==> src/rtl/i2c_seq_pkg.sv <==
package i2c_seq_pkg;
  localparam int unsigned ADDR_W = 7;
  localparam int unsigned BYTE_W = 8;

  typedef enum logic [1:0] {ST_IDLE, ST_START, ST_BYTE, ST_STOP} seq_st_e;
  typedef enum logic [1:0] {BK_ADDR, BK_WR, BK_RD} byte_kind_e;
endpackage

==> src/rtl/i2c_qphase_gen.sv <==
module i2c_qphase_gen #(
  parameter int unsigned QTR = 4
) (
  input  logic       clk_i,
  input  logic       rst_ni,
  input  logic       run_i,
  input  logic       hold_i,
  output logic       tick_o,
  output logic [1:0] qtr_o
);
  localparam int unsigned CW = (QTR > 1) ? $clog2(QTR) : 1;

  logic [CW-1:0] cnt_q;
  logic          wrap;

  assign wrap   = (cnt_q == CW'(QTR - 1));
  assign tick_o = run_i && !hold_i && wrap;

  always_ff @(posedge clk_i or negedge rst_ni) begin
    if (!rst_ni) begin
      cnt_q <= '0;
      qtr_o <= '0;
    end else if (!run_i) begin
      cnt_q <= '0;
      qtr_o <= '0;
    end else if (!hold_i) begin
      if (wrap) begin
        cnt_q <= '0;
        qtr_o <= qtr_o + 2'd1;
      end else begin
        cnt_q <= cnt_q + CW'(1);
      end
    end
  end

  // a held line freezes the quarter-phase
  a_r12_hold_freeze: assert property (@(posedge clk_i) disable iff (!rst_ni)
    (run_i && hold_i) |=> (!run_i || qtr_o == $past(qtr_o)));
endmodule

==> src/rtl/i2c_byte_shift.sv <==
module i2c_byte_shift #(
  parameter int unsigned W = 8
) (
  input  logic         clk_i,
  input  logic         rst_ni,
  input  logic         load_i,
  input  logic [W-1:0] load_val_i,
  input  logic         shift_i,
  input  logic         bit_i,
  output logic [W-1:0] data_o
);
  always_ff @(posedge clk_i or negedge rst_ni) begin
    if (!rst_ni)      data_o <= '0;
    else if (load_i)  data_o <= load_val_i;
    else if (shift_i) data_o <= {data_o[W-2:0], bit_i};
  end
endmodule

==> src/rtl/i2c_xfer_seq.sv <==
module i2c_xfer_seq
  import i2c_seq_pkg::*;
#(
  parameter int unsigned QTR     = 4,
  parameter int unsigned LEN_W   = 4,
  parameter int unsigned RETRY_W = 3
) (
  input  logic               clk_i,
  input  logic               rst_ni,
  input  logic               cmd_valid_i,
  input  logic [ADDR_W-1:0]  cmd_addr_i,
  input  logic               cmd_rd_i,
  input  logic [LEN_W-1:0]   cmd_len_i,
  input  logic [RETRY_W-1:0] retry_lim_i,
  input  logic [BYTE_W-1:0]  wr_data_i,
  output logic               wr_take_o,
  output logic [BYTE_W-1:0]  rd_data_o,
  output logic               rd_valid_o,
  output logic               busy_o,
  output logic               done_o,
  output logic               err_addr_o,
  output logic               err_data_o,
  output logic               scl_oe_o,
  input  logic               scl_i,
  output logic               sda_oe_o,
  input  logic               sda_i
);
  localparam logic [3:0] ACK_BIT = 4'(BYTE_W);
  localparam logic [3:0] LSB_BIT = 4'(BYTE_W - 1);

  seq_st_e            state_q;
  byte_kind_e         kind_q;
  logic [3:0]         bit_q;
  logic [LEN_W-1:0]   cnt_q;
  logic [RETRY_W-1:0] lim_q, try_q;
  logic [ADDR_W-1:0]  addr_q;
  logic               rd_q, samp_q;
  logic               done_q, take_q, rdv_q, err_a_q, err_d_q;
  logic [BYTE_W-1:0]  rd_data_q;

  logic               tick, hold, end_bit, samp_tick;
  logic [1:0]         qtr;
  logic               sh_load, sh_shift;
  logic [BYTE_W-1:0]  sh_val, sh_q;

  assign busy_o    = (state_q != ST_IDLE);
  assign hold      = busy_o && !scl_oe_o && !scl_i;
  assign end_bit   = tick && (qtr == 2'd3);
  assign samp_tick = tick && (qtr == 2'd2);

  i2c_qphase_gen #(.QTR(QTR)) u_qphase (
    .clk_i  (clk_i),
    .rst_ni (rst_ni),
    .run_i  (busy_o),
    .hold_i (hold),
    .tick_o (tick),
    .qtr_o  (qtr)
  );

  i2c_byte_shift #(.W(BYTE_W)) u_shift (
    .clk_i      (clk_i),
    .rst_ni     (rst_ni),
    .load_i     (sh_load),
    .load_val_i (sh_val),
    .shift_i    (sh_shift),
    .bit_i      (samp_q),
    .data_o     (sh_q)
  );

  // shifter control mirrors the byte-end decisions below
  always_comb begin
    sh_load  = 1'b0;
    sh_shift = 1'b0;
    sh_val   = wr_data_i;
    if (state_q == ST_START && end_bit) begin
      sh_load = 1'b1;
      sh_val  = {addr_q, rd_q};
    end else if (state_q == ST_BYTE && end_bit) begin
      if (bit_q != ACK_BIT) sh_shift = 1'b1;
      else if (kind_q == BK_ADDR && !samp_q && !rd_q && cnt_q != '0) sh_load = 1'b1;
      else if (kind_q == BK_WR && !samp_q && cnt_q != LEN_W'(1)) sh_load = 1'b1;
    end
  end

  always_ff @(posedge clk_i or negedge rst_ni) begin
    if (!rst_ni) begin
      state_q   <= ST_IDLE;
      kind_q    <= BK_ADDR;
      bit_q     <= '0;
      cnt_q     <= '0;
      lim_q     <= '0;
      try_q     <= '0;
      addr_q    <= '0;
      rd_q      <= 1'b0;
      samp_q    <= 1'b1;
      done_q    <= 1'b0;
      take_q    <= 1'b0;
      rdv_q     <= 1'b0;
      err_a_q   <= 1'b0;
      err_d_q   <= 1'b0;
      rd_data_q <= '0;
    end else begin
      done_q <= 1'b0;
      take_q <= 1'b0;
      rdv_q  <= 1'b0;
      unique case (state_q)
        ST_IDLE: if (cmd_valid_i) begin
          addr_q  <= cmd_addr_i;
          rd_q    <= cmd_rd_i;
          cnt_q   <= cmd_len_i;
          lim_q   <= retry_lim_i;
          try_q   <= '0;
          err_a_q <= 1'b0;
          err_d_q <= 1'b0;
          state_q <= ST_START;
        end
        ST_START: if (end_bit) begin
          state_q <= ST_BYTE;
          kind_q  <= BK_ADDR;
          bit_q   <= '0;
        end
        ST_BYTE: begin
          if (samp_tick) samp_q <= sda_i;
          if (end_bit) begin
            if (bit_q != ACK_BIT) begin
              bit_q <= bit_q + 4'd1;
              if (kind_q == BK_RD && bit_q == LSB_BIT) begin
                rdv_q     <= 1'b1;
                rd_data_q <= {sh_q[BYTE_W-2:0], samp_q};
              end
            end else begin
              bit_q <= '0;
              unique case (kind_q)
                BK_ADDR: begin
                  if (samp_q) begin
                    if (try_q < lim_q) begin
                      try_q   <= try_q + RETRY_W'(1);
                      state_q <= ST_START;
                    end else begin
                      err_a_q <= 1'b1;
                      state_q <= ST_STOP;
                    end
                  end else if (cnt_q == '0) begin
                    state_q <= ST_STOP;
                  end else if (rd_q) begin
                    kind_q <= BK_RD;
                  end else begin
                    kind_q <= BK_WR;
                    take_q <= 1'b1;
                  end
                end
                BK_WR: begin
                  if (samp_q) begin
                    err_d_q <= 1'b1;
                    state_q <= ST_STOP;
                  end else if (cnt_q == LEN_W'(1)) begin
                    state_q <= ST_STOP;
                  end else begin
                    cnt_q  <= cnt_q - LEN_W'(1);
                    take_q <= 1'b1;
                  end
                end
                default: begin
                  if (cnt_q == LEN_W'(1)) state_q <= ST_STOP;
                  else cnt_q <= cnt_q - LEN_W'(1);
                end
              endcase
            end
          end
        end
        default: if (end_bit) begin
          state_q <= ST_IDLE;
          done_q  <= 1'b1;
        end
      endcase
    end
  end

  // line levels per quarter: bits low-high-high-low on SCL
  always_comb begin
    scl_oe_o = 1'b0;
    sda_oe_o = 1'b0;
    unique case (state_q)
      ST_START: begin
        scl_oe_o = (qtr == 2'd0) || (qtr == 2'd3);
        sda_oe_o = qtr[1];
      end
      ST_BYTE: begin
        scl_oe_o = (qtr == 2'd0) || (qtr == 2'd3);
        if (bit_q == ACK_BIT) sda_oe_o = (kind_q == BK_RD) && (cnt_q != LEN_W'(1));
        else                  sda_oe_o = (kind_q != BK_RD) && !sh_q[BYTE_W-1];
      end
      ST_STOP: begin
        scl_oe_o = (qtr == 2'd0);
        sda_oe_o = !qtr[1];
      end
      default: ;
    endcase
  end

  assign done_o     = done_q;
  assign wr_take_o  = take_q;
  assign rd_valid_o = rdv_q;
  assign rd_data_o  = rd_data_q;
  assign err_addr_o = err_a_q;
  assign err_data_o = err_d_q;

  // SDA moves under a high SCL only inside START or STOP
  a_r10_sda_under_scl_high: assert property (@(posedge clk_i) disable iff (!rst_ni)
    (!scl_oe_o && !$past(scl_oe_o) && sda_oe_o != $past(sda_oe_o))
      |-> ($past(state_q) == ST_START || $past(state_q) == ST_STOP));

  // done follows the end of busy and never overlaps it
  a_r7_done_when_idle: assert property (@(posedge clk_i) disable iff (!rst_ni)
    done_o |-> !busy_o);
  a_r7_busy_ends_in_done: assert property (@(posedge clk_i) disable iff (!rst_ni)
    $fell(busy_o) |-> done_o);

  // retry counter stays within the programmed limit
  a_r8_retry_bound: assert property (@(posedge clk_i) disable iff (!rst_ni)
    busy_o |-> (try_q <= lim_q));

  // byte takes only in writes; R6: read strobes only in reads
  a_r5_take_in_write: assert property (@(posedge clk_i) disable iff (!rst_ni)
    wr_take_o |-> (!rd_q && busy_o));
  a_r6_valid_in_read: assert property (@(posedge clk_i) disable iff (!rst_ni)
    rd_valid_o |-> (rd_q && busy_o));

  // data error arises only in writes
  a_r9_data_err_write: assert property (@(posedge clk_i) disable iff (!rst_ni)
    $rose(err_data_o) |-> !rd_q);

  // the strobes never coincide
  a_r7_strobes_exclusive: assert property (@(posedge clk_i) disable iff (!rst_ni)
    $onehot0({done_o, wr_take_o, rd_valid_o}));
endmodule

==> config.mk <==
export PLATFORM = sky130hd
export DESIGN_NAME = i2c_xfer_seq
export DESIGN_NICKNAME = d
export VERILOG_FILES = /design/src/rtl/i2c_seq_pkg.sv /design/src/rtl/i2c_qphase_gen.sv /design/src/rtl/i2c_byte_shift.sv /design/src/rtl/i2c_xfer_seq.sv
export SDC_FILE = /design/constraint.sdc
export NUM_CORES = 1
export LEC_CHECK = 0
export BUFFER_PORTS_ARGS = -buffer_cell sky130_fd_sc_hd__buf_2
export CORE_ASPECT_RATIO = 1.2
export CORE_MARGIN = 5
export CORE_UTILIZATION = 51
export DETAILED_ROUTE_END_ITERATION = 8
export PLACE_DENSITY_LB_ADDON = 0.3
export SLEW_MARGIN = 20
export SYNTH_ARGS = -nofsm -noshare
export SYNTH_HDL_FRONTEND = slang
export SYNTH_SLANG_ARGS = --single-unit
==> constraint.sdc <==
create_clock -name clk_i -period 2.46 [get_ports clk_i]
set_input_delay 0.492 -clock clk_i [delete_from_list [all_inputs] [get_ports clk_i]]
set_output_delay 0.492 -clock clk_i [all_outputs]
set_load 0.005 [all_outputs]
==> flow_summary_export.csv, run 1 <==
group,metric,value,unit
synthesis,ys.flop_type,"dfrtp_1",
placement,hpwl,5390,µm
synthesis,async_reset_ff_share,100,%
global_route,grt_pass1_vias,2526,
die,start_util,52.6,%
clocking,cts_buffers,5,
critical_path,end_kind,"primary output",
clocking,cts_root_buf,"clkbuf_8",
critical_path,cpPeakStageDelay,0.39,ns
synthesis,synth.mux.area_fraction,10.9,%
synthesis,synth_edf_count,0,
critical_path,cp_slowest_cell,"dfrtp_1",
synthesis,synth_top_family_by_area,"compound AO/OA/AOI/OAI gates",
die,io_pins,44,
timing,tightestPinTransition,0.599,ns
synthesis,ys_seq_area_share,43.7,%
placement,place.port_buffers,43,
finish,fillerInstances,481,
power_and_ir_drop,switchingPower,1290,µW
global_route,grt_usage,19.9,%
timing,fin_ws,0.112,ns
finish,seq_area,1300,µm²
die,coreArea,5670,µm²
routing,drc,0,
routing,vias,2448,
timing,relSlewSlack,60.0,%
power_and_ir_drop,peakVddDrop,0.575,mV
synthesis,synth_xor_area_share,0.294,%
clocking,clock_latency,0.30,ns
die,die_h,93.8,µm
power_and_ir_drop,p_comb_share,43.7,%
routing,routed_wl,7010,µm
finish,diodes,0,
die,die_w,79.8,µm
clocking,cts_tree,"done",
placement,post-place-ws,0.159,ns
critical_path,crit_chain,"inv_2 > ha_1 > or3b_4 > and3_1 > o21ai_1 > a21oi_1 > buf_2",
synthesis,synthesis.nets,330,
routing,drt_iter0_drc,183,
timing,hold_viol,0,
finish,final_common_cell,"dfrtp_1",
power_and_ir_drop,internal_power,2140,µW
critical_path,crit_path_start_kind,"register",
finish,syn2layout_area_growth,18.4,%
power_and_ir_drop,swShare,37.6,%
clocking,htreeDepth,2,
power_and_ir_drop,p_seq_share,36.4,%
finish,multi_input_area,1560,µm²
global_route,grt_overflow_total,0,
routing,vias_per_cell,5.79,
placement,gp_congestion,0.941,
run_status,status,"finished, final reports clean",
critical_path,crit_fanout,3,
critical_path,r2r_end,"rd_data_o[2]$_DFFE_PN0P_",
synthesis,synthSimpleGateAreaFrac,13.6,%
synthesis,synth_compound_area_share,19.6,%
critical_path,path_class,"register to primary output",
critical_path,required,1.97,ns
timing,post-route-min-period,2.35,ns
global_route,antenna_found_initial,0,
critical_path,r2r_cells,8,
timing,setup_viol,0,
critical_path,arrival,1.86,ns
timing,finalCritPeriodShare,95.5,%
die,rows,30,
hold_path,hp-class,"primary input to asynchronous set/reset pin",
routing,dr.pass1.iters,4,
critical_path,r2r_slack,0.15,ns
synthesis,yosys.area_share.adder,7.55,%
finish,nNetsFinal,388,
synthesis,synth_area,2980,µm²
timing,finalSetupTns,0,ns
timing,clock.fmax,426,MHz
synthesis,syn_avg_cell_area,10.5,µm²
clocking,clockBufferDepth,2,
clocking,path_clk_slew,0.10,ns
critical_path,worst_r2r_startpoint,"u_qphase.qtr_o[1]$_DFFE_PN0P_",
power_and_ir_drop,power.density,970,nW/µm²
timing,fin_skew,0.0146,ns
run,maxCapViolations,0,
power_and_ir_drop,clockPowerShare,19.9,%
clocking,cts.sinks,52,
synthesis,yosysWarnings,0,
finish,final_cell_mix,"dfrtp_1 (50), buf_2 (43), mux2_2 (20), buf_4 (20), nor2_1 (18)",
global_route,grt_max_degree,29,
synthesis,yosys_register_bits,52,
finish,drive_gt1_share,31.2,%
synthesis,synth.distinct_cells,58,
timing,finalMaxSlewViolations,0,
power_and_ir_drop,p_leak,0.00170,µW
routing,ant_nets,0,
synthesis,synthCells,284,
global_route,grt_pass1_wl,11800,µm
timing,rsz0062_at_grt,"no",
routing,wl_per_cell,16.6,µm
die,fp.dieArea,7480,µm²
## through the flow
stage | hold WS, ns | area [µm²] | power [µW] | utilization [%] | cells
after floorplan | 0.196 | 2980 | 2210 | - | 284
after global placement | 0.478 | 3380 | 2660 | 59.6 | 414
after detailed placement | 0.491 | 3380 | 2710 | 59.6 | 414
after CTS | 0.200 | 3520 | 3420 | 62.1 | 423
after global routing | 0.233 | 3530 | 3670 | 62.3 | 423
final | 0.188 | 3530 | 3420 | 62.3 | 423
## synth_stat cells, drive strengths merged, types with 2 or more instances
cell	instances	area [µm²]
ha	18	225
nand3	4	20.0
nand3b	2	15.0
buf	5	36.3
o22a	2	17.5
a31oi	4	40.0
inv	18	67.6
o211ai	3	22.5
a21oi	14	70.1
o21ai	13	65.1
nor3	7	46.3
mux2	20	225
o221ai	6	52.6
and3	3	18.8
a211o	3	26.3
o2bb2ai	2	17.5
a41oi	2	17.5
a32o	2	20.0
or2	2	12.5
a21o	4	30.0
dfrtp	51	1280
nor2b	2	12.5
o22ai	3	18.8
and2b	2	15.0
mux2i	10	100
or3b	2	17.5
nor4	3	18.8
clkbuf	7	26.3
nand2b	5	31.3
nor2	18	67.6
a22o	3	26.3
nand2	16	60.1
a211oi	4	30.0
or3	2	12.5
a2bb2oi	6	52.6
## flip-flops by register name, indices dropped and copies added (netlist names)
register        count
u_shift.data_o      8
addr_q              7
lim_q               3
u_qphase.qtr_o      2
wr_take_o           1
try_q               3
cnt_q               4
rd_data_o           8
bit_q               4
err_data_o          1
kind_q              2
done_o              1
rd_valid_o          1
samp_q              1
state_q             2
rd_q                1
err_addr_o          1
u_qphase.cnt_q      2
## routing by layer
layer	wire [µm]	GRT usage (%)	up-vias
li1	-	-	1165
met5	0	0	-
met1	2980	25.0	1198
met2	3550	33.1	66
met4	221	9.58	0
met3	267	3.26	19
## logic make-up after synthesis
| logic type | after synthesis |
|---|---|
| DFF | 52 |
| buffers and inverters | 30 |
| muxes | 30 |
| and+or+nand+nor | 75 |
| xor gates and xnor gates | 1 |
| AOI/OAI and AO/OA | 78 |
| adders and majority gates | 18 |
## worst max-delay path by stage
stage / from / end / slack [ns] / cells past startpoint
2_1_floorplan: state_q[0]$_DFFE_PN0P_ / bit_q[3]$_DFFE_PN0P_ / 0.24 / 9
3_3_place_gp: u_qphase.qtr_o[1]$_DFFE_PN0P_ / rd_data_o[5]$_DFFE_PN0P_ / 0.22 / 8
3_5_place_dp: state_q[0]$_DFFE_PN0P_ / rd_data_o[6]$_DFFE_PN0P_ / 0.16 / 8
4_1_cts: cnt_q[1]$_DFFE_PN0P_ / sda_oe_o / 0.02 / 7
5_1_grt: cnt_q[1]$_DFFE_PN0P_ / sda_oe_o / 0.01 / 7
6_report: cnt_q[1]$_DFFE_PN0P_ / sda_oe_o / 0.11 / 7
## power by group through the flow
stage	clock, µW	sequential, µW	combinational, µW
6_report	680	1250	1500
3_5_place_dp	0	1260	1450
3_3_place_gp	0	1240	1420
2_1_floorplan	0	1200	1010
5_1_grt	732	1280	1660
4_1_cts	696	1240	1480
## critical path, delay by kind of cell (launching register included)
family,cells,cell delay [ns]
AO/OA/AOI/OAI,2,0.24
buffers and inverters,2,0.21
flip-flops,1,0.39
AND/OR/NAND/NOR,2,0.58
adder cells (fa/ha/maj),1,0.13
## timing repair
item,4_1_cts,5_1_grt
pin swaps,1,0
hold buffers,0,0
buffers inserted,1,0
endpoints found under the setup margin,1,3
cloned,0,0
gates resized for setup,2,5
## cell type report
type / count / area share (%)
tap: 80 / 2.83
timing repair buffer: 63 / 10.3
sequential: 52 / 36.9
inverter: 18 / 1.91
clock inverter: 2 / 1.70
clock buffer: 6 / 2.06
multi-input combinational: 202 / 44.2
Note: power is estimated with default switching activity, not from simulation.
==> run 2, diff against run 1 <==
--- a/config.mk
+++ b/config.mk
@@ -5,11 +5,11 @@
 export SDC_FILE = /design/constraint.sdc
 export NUM_CORES = 1
 export LEC_CHECK = 0
-export BUFFER_PORTS_ARGS = -buffer_cell sky130_fd_sc_hd__buf_2
 export CORE_ASPECT_RATIO = 1.2
 export CORE_MARGIN = 5
 export CORE_UTILIZATION = 51
 export DETAILED_ROUTE_END_ITERATION = 8
+export DONT_BUFFER_PORTS = 1
 export PLACE_DENSITY_LB_ADDON = 0.3
 export SLEW_MARGIN = 20
 export SYNTH_ARGS = -nofsm -noshare
==> run 2 against run 1 <==
Effect of this change:
- sequential power is essentially flat
- sequential share of layout area rose by 2.6 points
- non-clock buffer count shrank 44
- final area is 6.6% lower
- setup slack better by 0.015 ns
- maximum frequency rose by 0.64%
- sequential cell count unchanged
- global-route usage increased by 0.26 points
==> flow_summary_export.csv, run 2 (same netlist as run 1, synthesis figures left out) <==
group,metric,value,unit
run_status,status,"finished, final reports clean",
clocking,cts_buffers,5,
global_route,grt_usage,20.2,%
critical_path,worst_r2r_startpoint,"state_q[1]$_DFFE_PN0P_",
routing,wl_per_cell,18.6,µm
clocking,clock_latency,0.31,ns
timing,post-route-min-period,2.33,ns
die,rows,30,
critical_path,end_kind,"register",
global_route,grt_overflow_total,0,
clocking,cts_tree,"done",
timing,finalCritPeriodShare,94.9,%
critical_path,cpPeakStageDelay,0.49,ns
power_and_ir_drop,internal_power,1870,µW
finish,fillerInstances,501,
finish,multi_input_area,1570,µm²
critical_path,r2r_cells,6,
timing,clock.fmax,429,MHz
power_and_ir_drop,power.density,964,nW/µm²
routing,dr.pass1.iters,4,
global_route,antenna_found_initial,0,
critical_path,path_class,"register to register",
finish,finalNonFillerCells,379,
critical_path,r2r_slack,0.13,ns
finish,final_common_cell,"dfrtp_1",
critical_path,required,2.65,ns
placement,gp_congestion,0.922,
global_route,grtUsageMet1,25.4,%
die,io_pins,44,
finish,syn2layout_area_growth,10.6,%
die,fp.dieArea,7480,µm²
clocking,htreeDepth,2,
finish,seq_area,1300,µm²
die,die_w,79.8,µm
power_and_ir_drop,switchingPower,1310,µW
placement,dp_cells,368,
run,maxCapViolations,0,
global_route,top_usage_layer,"met2",
power_and_ir_drop,p_comb_share,44.8,%
critical_path,r2r_end,"state_q[0]$_DFFE_PN0P_",
routing,drt_iter0_drc,102,
routing,routed_wl,7070,µm
timing,tightestPinTransition,0.481,ns
die,coreArea,5670,µm²
critical_path,arrival,2.53,ns
global_route,use_met2,32.4,%
timing,worst_hold_slack,0.0279,ns
hold_path,hp-class,"primary input to asynchronous set/reset pin",
finish,final_cell_mix,"dfrtp_1 (50), mux2_2 (20), nor2_1 (18)",
critical_path,crit_chain,"inv_1 > ha_1 > nand3b_1 > a211o_1 > a211o_1 > a221oi_1",
global_route,grt_pass1_wl,11800,µm
timing,fin_skew,0.0108,ns
die,die_h,93.8,µm
power_and_ir_drop,swShare,41.1,%
clocking,path_clk_slew,0.11,ns
timing,hold_viol,0,
power_and_ir_drop,clockPowerShare,16.2,%
clocking,cts.sinks,52,
timing,setup_viol,0,
finish,drive_gt1_share,21.1,%
placement,place.port_buffers,0,
critical_path,cp_slowest_cell,"dfrtp_1",
power_and_ir_drop,power,3180,µW
power_and_ir_drop,p_leak,0.00150,µW
clocking,clockBufferDepth,2,
critical_path,crit_path_start_kind,"register",
die,start_util,52.6,%
finish,nNetsFinal,344,
routing,vias,2250,
critical_path,crit_path_frequent_cell,"a211o_1",
placement,hpwl,5150,µm
timing,finalMaxSlewViolations,0,
routing,vias_per_cell,5.94,
power_and_ir_drop,p_seq_share,39.0,%
timing,relSlewSlack,67.8,%
global_route,grt_pass1_vias,2388,
global_route,grt_max_degree,52,
routing,drc,0,
critical_path,crit_fanout,8,
power_and_ir_drop,peakVddDrop,0.611,mV
clocking,cts_root_buf,"clkbuf_8",
routing,ant_nets,0,
global_route,grtUsageMet3,4.61,%
finish,diodes,0,
==> run 2: changes by cell type in the layout (fill, tap and decap cells not counted), moves of 2 or more <==
cell,change
inv_6,+2
buf_2,-43
bufinv_16,-2
buf_4,-3
==> run 2: layer usage <==
| metal | vias up | wire length [µm] |
|---|---|---|
| met5 | - | 0 |
| met2 | 56 | 3420 |
| met4 | 0 | 231 |
| met1 | 1100 | 3040 |
| li1 | 1076 | - |
| met3 | 18 | 376 |
==> run 2: how the worst max path moves through the flow <==
stage / start / to / slack, ns / cells after the start
floorplan: state_q[0]$_DFFE_PN0P_ / bit_q[3]$_DFFE_PN0P_ / 0.24 / 9
global placement: state_q[0]$_DFFE_PN0P_ / rd_data_o[3]$_DFFE_PN0P_ / 0.20 / 8
detailed placement: cnt_q[0]$_DFFE_PN0P_ / u_shift.data_o[4]$_DFFE_PN0P_ / 0.14 / 7
CTS: cnt_q[1]$_DFFE_PN0P_ / sda_oe_o / 0.01 / 6
global route: state_q[1]$_DFFE_PN0P_ / state_q[0]$_DFFE_PN0P_ / -0.0002 / 6
finish: state_q[1]$_DFFE_PN0P_ / state_q[0]$_DFFE_PN0P_ / 0.13 / 6
==> run 2: per-stage QoR <==
step	TNS [ns]	instance area, µm²	utilization (%)	setup slack, ns
floorplan	0	2980	-	0.240
global placement	0	3140	55.4	0.197
detailed placement	0	3140	55.4	0.144
CTS	0	3260	57.6	0.0106
global route	-0.000178	3300	58.2	-0.000178
finish	0	3300	58.2	0.127
==> run 2: critical path, delay by kind of cell, from the launching register on <==
family                     cells  cell delay (ns)
DFF                            1             0.49
adders and majority gates      1             0.30
AOI/OAI and AO/OA              3             1.03
buffers and inverters          1             0.12
and+or+nand+nor                1             0.28
==> run 2: area by class of cell <==
type	instances	area share, %
timing repair buffer	19	5.01
clock inverter	2	0.531
clock buffer	6	2.20
multi-input combinational	202	47.6
inverter	18	2.05
sequential	52	39.5
tap	80	3.03
==> run 2: timing repair <==
| action | 4_1_cts | 5_1_grt |
|---|---|---|
| endpoints found under the hold margin | 51 | 1 |
| setup buffers | 0 | 1 |
| resized for setup | 3 | 5 |
| endpoints found under the setup margin | 1 | 8 |
| hold buffers | 1 | 1 |
==> run 2: power by group through the flow <==
stage                     registers [µW]  logic [µW]  clock network, µW
after floorplan                     1200        1010                  0
after global placement              1240        1300                  0
after detailed placement            1260        1340                  0
after CTS                           1240        1390                525
after global routing                1270        1580                565
final                               1240        1420                515
